### src/rtl/bit_edit_unit.sv
module bit_edit_unit #(
  parameter int WORD_W = 32,
  parameter int FLAG_W = 8
) (
  input  logic                      clk,
  input  logic                      rst,
  input  logic                      req_valid,
  input  logic [1:0]                op_code,
  input  logic [$clog2(WORD_W)-1:0] bit_sel,
  input  logic                      to_flags,
  input  logic [WORD_W-1:0]         word_in,
  output logic [WORD_W-1:0]         word_out,
  output logic [FLAG_W-1:0]         flags
);
  localparam int FIW = $clog2(FLAG_W);
  localparam logic [1:0] OP_TEST = 2'b00, OP_CLR = 2'b01, OP_SET = 2'b10, OP_CHG = 2'b11;

  logic [WORD_W-1:0] wmask, wedit;
  logic [FLAG_W-1:0] fmask, fedit;
  logic              flag_hit;

  assign wmask    = {{(WORD_W-1){1'b0}}, 1'b1} << bit_sel;
  assign flag_hit = int'(bit_sel) < FLAG_W;
  assign fmask    = flag_hit ? ({{(FLAG_W-1){1'b0}}, 1'b1} << bit_sel[FIW-1:0]) : '0;

  always_comb begin
    case (op_code)
      OP_CLR:  begin wedit = word_in & ~wmask; fedit = flags & ~fmask; end
      OP_SET:  begin wedit = word_in | wmask;  fedit = flags | fmask;  end
      OP_CHG:  begin wedit = word_in ^ wmask;  fedit = flags ^ fmask;  end
      default: begin wedit = word_out;         fedit = flags;          end
    endcase
  end

  always_ff @(posedge clk) begin
    if (rst) begin
      word_out <= '0;
      flags    <= '0;
    end else if (req_valid) begin
      if (to_flags) begin
        flags <= fedit;
      end else begin
        word_out <= wedit;
        flags[0] <= word_in[bit_sel];
      end
    end
  end
endmodule


### config.mk
export PLATFORM = sky130hd
export DESIGN_NAME = bit_edit_unit
export DESIGN_NICKNAME = d
export VERILOG_FILES = /design/src/rtl/bit_edit_unit.sv
export SDC_FILE = /design/constraint.sdc
export NUM_CORES = 1
export LEC_CHECK = 0
export ABC_AREA = 1
export BUFFER_PORTS_ARGS = -buffer_cell sky130_fd_sc_hd__buf_2
export CORE_AREA = 3 3 85 87
export CTS_CLUSTER_DIAMETER = 40
export DETAILED_ROUTE_END_ITERATION = 8
export DIE_AREA = 0 0 88 90
export MAX_ROUTING_LAYER = met4
export PLACE_DENSITY = 0.86
export SLEW_MARGIN = 30
export SYNTH_ARGS = -nofsm -noshare
export SYNTH_HDL_FRONTEND = slang
export SYNTH_SLANG_ARGS = --single-unit
### constraint.sdc
create_clock -name clk -period 4 [get_ports clk]
set_input_delay 0.4 -clock clk [delete_from_list [all_inputs] [get_ports clk]]
set_output_delay 0.4 -clock clk [all_outputs]
set_load 0.01 [all_outputs]
# ---- Yosys cells after proc, flatten, opt, wreduce, memory -nomap -nowiden
# Cells that the tools add are included.
dict set report op_classes {
  reduce_logical 4
  n_eq_ne 4
  shifts 2
  magnitude_cmp 2
  bitwise 9
  muxes 6
}
# operator n
set op_table {}
lappend op_table {{case mux 32 bit (3 select lines)} 1}
lappend op_table {{AND 32 bit} 1}
lappend op_table {{NOT 32 bit} 1}
lappend op_table {{bitwise OR 32 bit} 1}
lappend op_table {{left shift 1 x 5 -> 32 bit, first input constant} 1}
lappend op_table {{bitwise XOR 32 bit} 1}
lappend op_table {{case mux 8 bit (3 select lines)} 1}
lappend op_table {{AND 8 bit} 1}
lappend op_table {{two-way mux 8 bit} 1}
lappend op_table {{NOT 8 bit} 1}
lappend op_table {{bitwise OR 8 bit} 1}
lappend op_table {{left shift 1 x 3 -> 8 bit, first input constant} 1}
lappend op_table {{bitwise XOR 8 bit} 1}
lappend op_table {{< comparator 5 x 6 -> 1 bit, second input constant} 1}
lappend op_table {{AND reduction 3 bit} 2}
lappend op_table {{binary-select mux 1 bit (select 5 bit)} 1}
lappend op_table {{< comparator 5 x 4 -> 1 bit, second input constant} 1}
lappend op_table {{== test 2 bit, second input constant} 2}
lappend op_table {{inequality test 4 x 1 -> 1 bit, second input constant} 1}
lappend op_table {{nonzero test 3 bit} 1}
lappend op_table {{== test 2 x 1 -> 1 bit, second input constant} 1}
lappend op_table {{two-way mux 1 bit} 2}
lappend op_table {{AND reduction 2 bit} 1}
lappend op_table {{NOT 1 bit} 1}
dict set report word_totals {
  regBits 40
  out_inout_bits 40
  wordCells 30
  in_bits 43
}

# ---- Longest topological paths before layout
# Gate-level depths: netlist (run 1).
dict set report depth {
  word_depth 6
  depth_mapped 10
  mapped_depth_nobuf 9
}

# ---- Worst setup path before layout (run 1)
# Ideal clock, no wire load.
dict set report synth_path {
  kind {input to register}
  startpoint {input port bit_sel[3]}
  endpoint {register flags[0]}
  path_stages 8
  required_time_ps 3930
  path_buffers 2
  setup_ps 70
  slack_ps 2005
  arrival_time_ps 1925
  cell_sequence {clkbuf_1 -> nor2_1 -> buf_2 -> nand3_1 -> ha_1 -> o311ai_0 -> o22ai_1 -> a21oi_1}
}
dict set report synth_between {
  elab_chain_len 6
  elab_cells_between_ends 10
  cone_classes {order compare (1); mux (5); bitwise (4)}
}
# element line
set synth_rtl {}
lappend synth_rtl {{from (decl)} 9} ;# input logic [$clog2(WORD_W)-1:0] bit_sel,
lappend synth_rtl {{< comparator 5 x 4 -> 1 bit} 23} ;# assign flag_hit = int'(bit_sel) < FLAG_W;
lappend synth_rtl {{two-way mux 8 bit} 24} ;# assign fmask = flag_hit ? ({{(FLAG_W-1){1'b0}}, 1'b1} << bit_sel[FIW-1:0]) : '0;
lappend synth_rtl {{NOT 8 bit} 28} ;# OP_CLR: begin wedit = word_in & ~wmask; fedit = flags & ~fmask; end
lappend synth_rtl {{AND 8 bit} 28}
lappend synth_rtl {{case mux 8 bit (3 select lines)} 27} ;# case (op_code)
lappend synth_rtl {{two-way mux 1 bit *} 40} ;# if (to_flags) begin
lappend synth_rtl {{to (signal assigned)} 41} ;# flags <= fedit;
lappend synth_rtl {{to (signal assigned)} 44} ;# flags[0] <= word_in[bit_sel];
lappend synth_rtl {{to (decl)} 13} ;# output logic [FLAG_W-1:0] flags
# Mark *: on every way between the ends. The rest lies on a longest branch, timed or not. The select of a mux whose other input is x is not followed.
# A chain may end at the register's enable or synchronous reset.

# ---- Worst setup path after layout (run 1)
dict set report layout_path {
  startpoint {input port bit_sel[2]}
  endpoint {register word_out[7]}
}
dict set report layout_between {
  elab_chain_len 4
  elab_cells_between_ends 6
  cone_classes {shift (1); mux (1); bitwise (4)}
}
# element line
set layout_rtl {}
lappend layout_rtl {{left shift 1 x 5 -> 32 bit *} 22} ;# assign wmask = {{(WORD_W-1){1'b0}}, 1'b1} << bit_sel;
lappend layout_rtl {{NOT 32 bit} 28}
lappend layout_rtl {{AND 32 bit} 28}
lappend layout_rtl {{case mux 32 bit (3 select lines) *} 27}
lappend layout_rtl {{to (signal assigned)} 43} ;# word_out <= wedit;
lappend layout_rtl {{to (decl)} 12} ;# output logic [WORD_W-1:0] word_out,
# Mark *: on every way between the ends. The rest lies on a longest branch, timed or not.

==> flow_summary.json, run 1 <==
{
  "outcome": "complete, no violations",
  "ir_drop_mv": 0.1706,
  "overflow": 0,
  "p_sw_share_pct": 34.16,
  "power_density_nw_per_um2": 244.2,
  "drc": 0,
  "r2r-end": "flags[7]$_SDFFE_PP0P_",
  "worstSetupEndpointType": "flip-flop",
  "area_growth_pct": 11.99,
  "path_clk_slew_ps": 80,
  "max_slew_margin_pct": 46.04,
  "comb_power_share_pct": 28.0,
  "num_io_pins": 83,
  "p_int_mw": 0.7084,
  "reg2regPathDepth": 6,
  "ys_seq_elements": 40,
  "seqPwrFrac_pct": 39.9,
  "tightestPinTransition_ps": 809.3,
  "dieArea_um2": 7920,
  "post-dp-hpwl_um": 7303,
  "grt_pass1_vias": 3982,
  "power.share.clock_pct": 32.1,
  "cts-root-buf": "clkbuf_8",
  "hold_violations": 0,
  "arrival_ps": 2500,
  "diodes": 0,
  "drv_cap": 0,
  "final_common_cell": "nand2_1",
  "dpl_cell_area_um2": 4293,
  "grt_max_degree": 81,
  "vias": 4148,
  "synth_cells": 563,
  "cts_setup_buffers": 0,
  "finalMaxSlewViolations": 0,
  "start_kind": "primary input",
  "stdcell_area_um2": 4407,
  "crit_fanout": 21,
  "grt_pass1_wl_um": 18220,
  "finalSetupTns_ps": 0,
  "row_count": 29,
  "cts_buffers": 5,
  "period_needed_ps": 2269,
  "startpoint": "bit_sel[2]",
  "ys_seq_area_share_pct": 20.35,
  "ys_warn_count": 0,
  "htreeDepth": 2,
  "rsz0062_at_grt": "no",
  "fin_nets": 736,
  "wl_per_cell_um": 15.55,
  "p_switching_mw": 0.3676,
  "total_leakage_power_nw": 2.008,
  "drive_gt1_share_pct": 16.45,
  "routed_wl_um": 10750,
  "grt_usage_pct": 28.29,
  "numClockSinks": 40,
  "initial_core_util_pct": 61.27,
  "synth.avg_cell_area_um2": 6.989,
  "die_w_um": 88,
  "hold_path.class": "flip-flop to flip-flop",
  "via_per_inst": 6.003,
  "antenna_found_initial": 0,
  "skew_ps": 0,
  "core_um2": 6422,
  "r2r_start": "flags[7]$_SDFFE_PP0P_",
  "drt_iter0_drc": 519,
  "fmax_mhz": 440.7,
  "hp-start": "word_out[10]$_SDFFE_PP0P_",
  "setup_viol_count_final": 0,
  "gp_congestion": 0.8839,
  "rrSetupSlack_ps": 2660,
  "fin_crit_sh_pct": 56.72,
  "clk_latency_ps": 300,
  "first_pass_iters": 5,
  "port_buffers": 82,
  "syn_area_um2": 3935,
  "syn_nets": 686,
  "yosysUniqueCellTypes": 22,
  "postCtsResizedCells": 0,
  "postCtsHoldBufs": 0,
  "cts_tree": "yes",
  "crit_required_ps": 4230,
  "final_cell_mix": "nand2_1 (152), buf_2 (82), ha_1 (80), nand3_1 (66), inv_1 (47)",
  "cts_buffer_depth": 2,
  "holdPathEnd": "word_out[10]$_SDFFE_PP0P_",
  "hold_depth": 2,
  "critPathKind": "primary input to flip-flop",
  "ant_nets": 0,
  "die_y_um": 90
}
[state kept, by name, indices dropped and copies added, names as in the netlist]
name and cells:
flags 8, word_out 32
[layout make-up]
type                            instances  area (µm²)
Multi-Input combinational cell        425        2746
Fill cell                             591        2016
Sequential cell                        40       800.8
Timing Repair Buffer                   87       447.9
Inverter                               54       203.9
Tap cell                               77       96.34
Clock buffer                            5       68.82
Clock inverter                          3       42.54
[cell usage after synthesis, drive strengths merged]
cell    count  area (µm²)
o22ai       1       6.260
o311ai     33       289.0
ha         80        1001
a21oi      34       181.4
o31ai       7       52.55
nor2        7       26.28
o21ai      11       55.05
a211oi     14       105.1
nand3      66       330.3
inv        49       183.9
nand2     153       576.8
nand4      18       112.6
buf        23       108.9
dfxtp      40       800.8
clkbuf     21       78.83
clkinv      5       18.77
o21bai      1       7.510
[worst max path at each step]
stage                           endpoint  slack (ps)
6_report        word_out[7]$_SDFFE_PP0P_        1730
5_1_grt            flags[6]$_SDFFE_PP0P_        1560
4_1_cts         word_out[1]$_SDFFE_PP0P_        1740
3_5_place_dp    word_out[1]$_SDFFE_PP0P_        1420
3_3_place_gp   word_out[31]$_SDFFE_PP0P_        1410
2_1_floorplan      flags[0]$_SDFFE_PP0P_        2010
[metrics by stage]
stage	setup slack [ps]	util (%)	power (mW)	hold WS [ps]	cells
final	1731	68.61	1.076	462.3	691
after global routing	1555	68.61	1.140	480.3	691
after CTS	1737	68.58	1.077	464.5	691
after detailed placement	1420	66.84	0.7335	452.2	683
after global placement	1414	66.82	0.7209	449.0	683
after floorplan	2005	-	0.6368	488.4	563
[cells by family (layout without fill, tap and decap cells)]
logic type	Yosys count	after routing	share of synthesized area, %
buffers and inverters	98	149	9.921
adders and majority gates	80	80	25.44
DFF	40	40	20.35
and+or+nand+nor	244	244	26.58
AOI/OAI and AO/OA	101	101	17.71
[power groups by stage]
stage / logic [mW] / clock network [mW] / registers [mW]
finish: 0.301 / 0.346 / 0.429
detailed placement: 0.295 / 0 / 0.438
CTS: 0.298 / 0.350 / 0.429
global route: 0.342 / 0.366 / 0.431
global placement: 0.283 / 0 / 0.437
floorplan: 0.190 / 0 / 0.447
[critical path: stages]
cell and delay (ps):
buf_2 300, inv_1 380, nor2_1 400, nand2_1 150, ha_1 220, o311ai_0 380, nand3_1 120, a21oi_1 130
[metal layers]
metal  part of all wire [%]  track usage, %  vias to the layer above
li1                       -               -                     2039
met1                     44           35.24                     1911
met2                     49           46.48                      175
met3                    6.1           3.839                       23
met4                    1.7           9.463                        0
met5                      0               -                        -
No activity file was read; power rests on OpenSTA's default activity.
==> run 2, diff against run 1 <==
--- a/config.mk
+++ b/config.mk
@@ -5,14 +5,14 @@
 export SDC_FILE = /design/constraint.sdc
 export NUM_CORES = 1
 export LEC_CHECK = 0
-export ABC_AREA = 1
+export ABC_AREA = 0
 export BUFFER_PORTS_ARGS = -buffer_cell sky130_fd_sc_hd__buf_2
-export CORE_AREA = 3 3 85 87
+export CORE_AREA = 3 3 88 90
 export CTS_CLUSTER_DIAMETER = 40
 export DETAILED_ROUTE_END_ITERATION = 8
-export DIE_AREA = 0 0 88 90
+export DIE_AREA = 0 0 91 93
 export MAX_ROUTING_LAYER = met4
-export PLACE_DENSITY = 0.86
+export PLACE_DENSITY = 0.8
 export SLEW_MARGIN = 30
 export SYNTH_ARGS = -nofsm -noshare
 export SYNTH_HDL_FRONTEND = slang
==> constraint.sdc (replaced) <==
create_clock -name clk -period 2.4 [get_ports clk]
set_input_delay 0.24 -clock clk [delete_from_list [all_inputs] [get_ports clk]]
set_output_delay 0.24 -clock clk [all_outputs]
set_load 0.01 [all_outputs]
==> run 2 against run 1 <==
  * Clock power up 27%
  * Synthesized cell count fell by 12%
  * Wire length down 5.7%
  * Via count is 13% lower
  * Area after synthesis fell by 1.6%
  * Sequential share of layout area about the same
  * Sequential cell count stayed put
  * Critical path depth up 1
  * Non-clock buffer count increased by 7
  * Register-to-register slack lost 2000 ps
  * Critical endpoint is now word_out[10]$_SDFFE_PP0P_
  * Largest cell class unchanged
  * Largest power group unchanged
==> flow_summary.json, run 2 <==
{
  "power_density_nw_per_um2": 383.0,
  "r2r-end": "flags[0]$_SDFFE_PP0P_",
  "r2r_start": "flags[0]$_SDFFE_PP0P_",
  "die_y_um": 93,
  "tightestPinTransition_ps": 826.0,
  "ir_drop_mv": 0.2601,
  "overflow": 0,
  "cts_tree": "yes",
  "synth_commonest_cells": "nand2_1 (95), ha_1 (80), inv_1 (44)",
  "routed_wl_um": 10140,
  "final_common_cell": "nand2_1",
  "period_needed_ps": 1866,
  "hold_depth": 4,
  "crit_required_ps": 2610,
  "drive_gt1_share_pct": 18.83,
  "vias": 3608,
  "register_area_um2": 800.8,
  "drc": 0,
  "grt_max_degree": 44,
  "drv_cap": 0,
  "multi_input_area_um2": 2741,
  "numClockSinks": 40,
  "largest_reg_flops": 32,
  "die_w_um": 91,
  "syn_area_um2": 3874,
  "grt_pass1_vias": 3522,
  "syn_nets": 620,
  "wl_per_cell_um": 15.31,
  "async_flop_share_pct": 0,
  "via_per_inst": 5.450,
  "yosysUniqueCellTypes": 33,
  "antenna_found_initial": 0,
  "ys.flop_type": "dfxtp_1",
  "grt_pass1_wl_um": 16790,
  "startpoint": "bit_sel[1]",
  "diodes": 0,
  "worstSetupEndpointType": "flip-flop",
  "ys_warn_count": 0,
  "initial_core_util_pct": 54.28,
  "fin_nets": 686,
  "core_um2": 7137,
  "reg2regPathDepth": 7,
  "cts_setup_buffers": 0,
  "synth_top_cell_area_share_pct": 25.84,
  "path_clk_slew_ps": 80,
  "first_pass_iters": 4,
  "postCtsHoldBufs": 0,
  "crit_fanout": 15,
  "dieArea_um2": 8463,
  "arrival_ps": 2080,
  "rrSetupSlack_ps": 660,
  "num_io_pins": 83,
  "hold_violations": 0,
  "holdPathEnd": "flags[0]$_SDFFE_PP0P_",
  "total_power_mw": 1.689,
  "hp-start": "rst",
  "start_kind": "primary input",
  "cp_cell_sequence": "buf_2 > nand2b_1 > nor2_1 > nand2_1 > ha_1 > nand2_1 > o21ai_0 > mux2i_1 > a211oi_1",
  "skew_ps": 0,
  "final_cell_mix": "nand2_1 (95), buf_2 (82), ha_1 (80), inv_1 (44), dfxtp_1 (40)",
  "rsz0062_at_grt": "no",
  "max_slew_margin_pct": 44.73,
  "critPathKind": "primary input to flip-flop",
  "fmax_mhz": 536.0,
  "yosysMostFrequentCell": "nand2_1",
  "clk_latency_ps": 290,
  "row_count": 31,
  "htreeDepth": 2,
  "setup_viol_count_final": 0,
  "finalSetupTns_ps": 0,
  "slowest_delay_ps": 480,
  "ys_seq_elements": 40,
  "cts_buffer_depth": 2,
  "cts_buffers": 5,
  "largest_register": "word_out",
  "cp_slowest_cell": "nor2_1",
  "synth_area_leaders": "ha_1 (26%), dfxtp_1 (21%), nand2_1 (9.2%), mux2i_1 (8.3%), o211ai_1 (6.0%)",
  "synth.avg_cell_area_um2": 7.794,
  "yosys.area.top_type": "ha_1",
  "grt_usage_pct": 24.90,
  "port_buffers": 82,
  "drt_iter0_drc": 184,
  "path_common_cell": "nand2_1",
  "cts-root-buf": "clkbuf_8",
  "synth_cells": 497,
  "area_growth_pct": 13.82,
  "fillers": 665,
  "postCtsResizedCells": 0,
  "hold_path.class": "primary input to flip-flop",
  "outcome": "complete, no violations",
  "fin_crit_sh_pct": 77.73,
  "synth_edf_count": 0,
  "ant_nets": 0,
  "top_regs": "word_out x32, flags x8",
  "dp_cells": 655,
  "ys_seq_area_share_pct": 20.67,
  "instances_no_fill": 662,
  "total_leakage_power_nw": 2.079,
  "post-dp-hpwl_um": 7674,
  "finalMaxSlewViolations": 0,
  "gp_congestion": 0.8429
}
-- run 2: worst max-delay path, delay by kind of cell --
kind	cells	cell delay, ps
adder cells (fa/ha/maj)	1	330
AND/OR/NAND/NOR	4	810
buffers and inverters	1	270
AO/OA/AOI/OAI	2	320
multiplexers	1	90
-- run 2: routing by layer --
layer  vias up  global-route usage [%]  part of all wire [%]
met1      1686                   30.23                    45
met4         0                   8.040                   1.7
met3        16                   3.701                   3.8
li1       1823                       -                     -
met2        83                   42.67                    49
met5         -                       -                     0
-- run 2: worst max path at each step --
stage | slack, ps | cells after the start | to
floorplan | 260 | 10 | flags[0]$_SDFFE_PP0P_
global placement | 250 | 9 | flags[0]$_SDFFE_PP0P_
detailed placement | 240 | 9 | word_out[10]$_SDFFE_PP0P_
CTS | 550 | 9 | word_out[10]$_SDFFE_PP0P_
global route | 350 | 9 | word_out[10]$_SDFFE_PP0P_
finish | 530 | 9 | word_out[10]$_SDFFE_PP0P_
-- run 2: area by class of cell --
type                            count  area share [%]
Clock inverter                      1          0.1135
Inverter                           44           3.746
Tap cell                           99           2.809
Clock buffer                        6           1.646
Timing Repair Buffer               94           11.35
Multi-Input combinational cell    378           62.17
Sequential cell                    40           18.16
-- run 2: cells by family (layout without fill, tap and decap cells) --
family	Yosys count	in the layout	share of synthesized area, %
muxes	37	37	10.30
adders and majority gates	80	80	25.84
AOI/OAI and AO/OA	111	111	18.54
buffers and inverters	79	145	8.753
and+or+nand+nor	150	150	15.89
DFF	40	40	20.67
-- run 2: where the power goes --
part           total [mW]  internal (mW)  switching, mW
Sequential          0.730          0.704         0.0259
Clock               0.440          0.198          0.242
Combinational       0.518          0.211          0.308
Total                1.69           1.11          0.576
-- run 2: per-stage QoR --
stage          worst slack [ps]  instance area, µm²  hold slack (ps)  util (%)
6_report                  534.5                4409            312.0     61.78
5_1_grt                   353.0                4409            311.6     61.78
4_1_cts                   548.4                4409            301.5     61.78
3_5_place_dp              239.8                4332            446.5     60.69
3_3_place_gp              253.1                4332            441.2     60.69
2_1_floorplan             256.5                3874            447.4         -
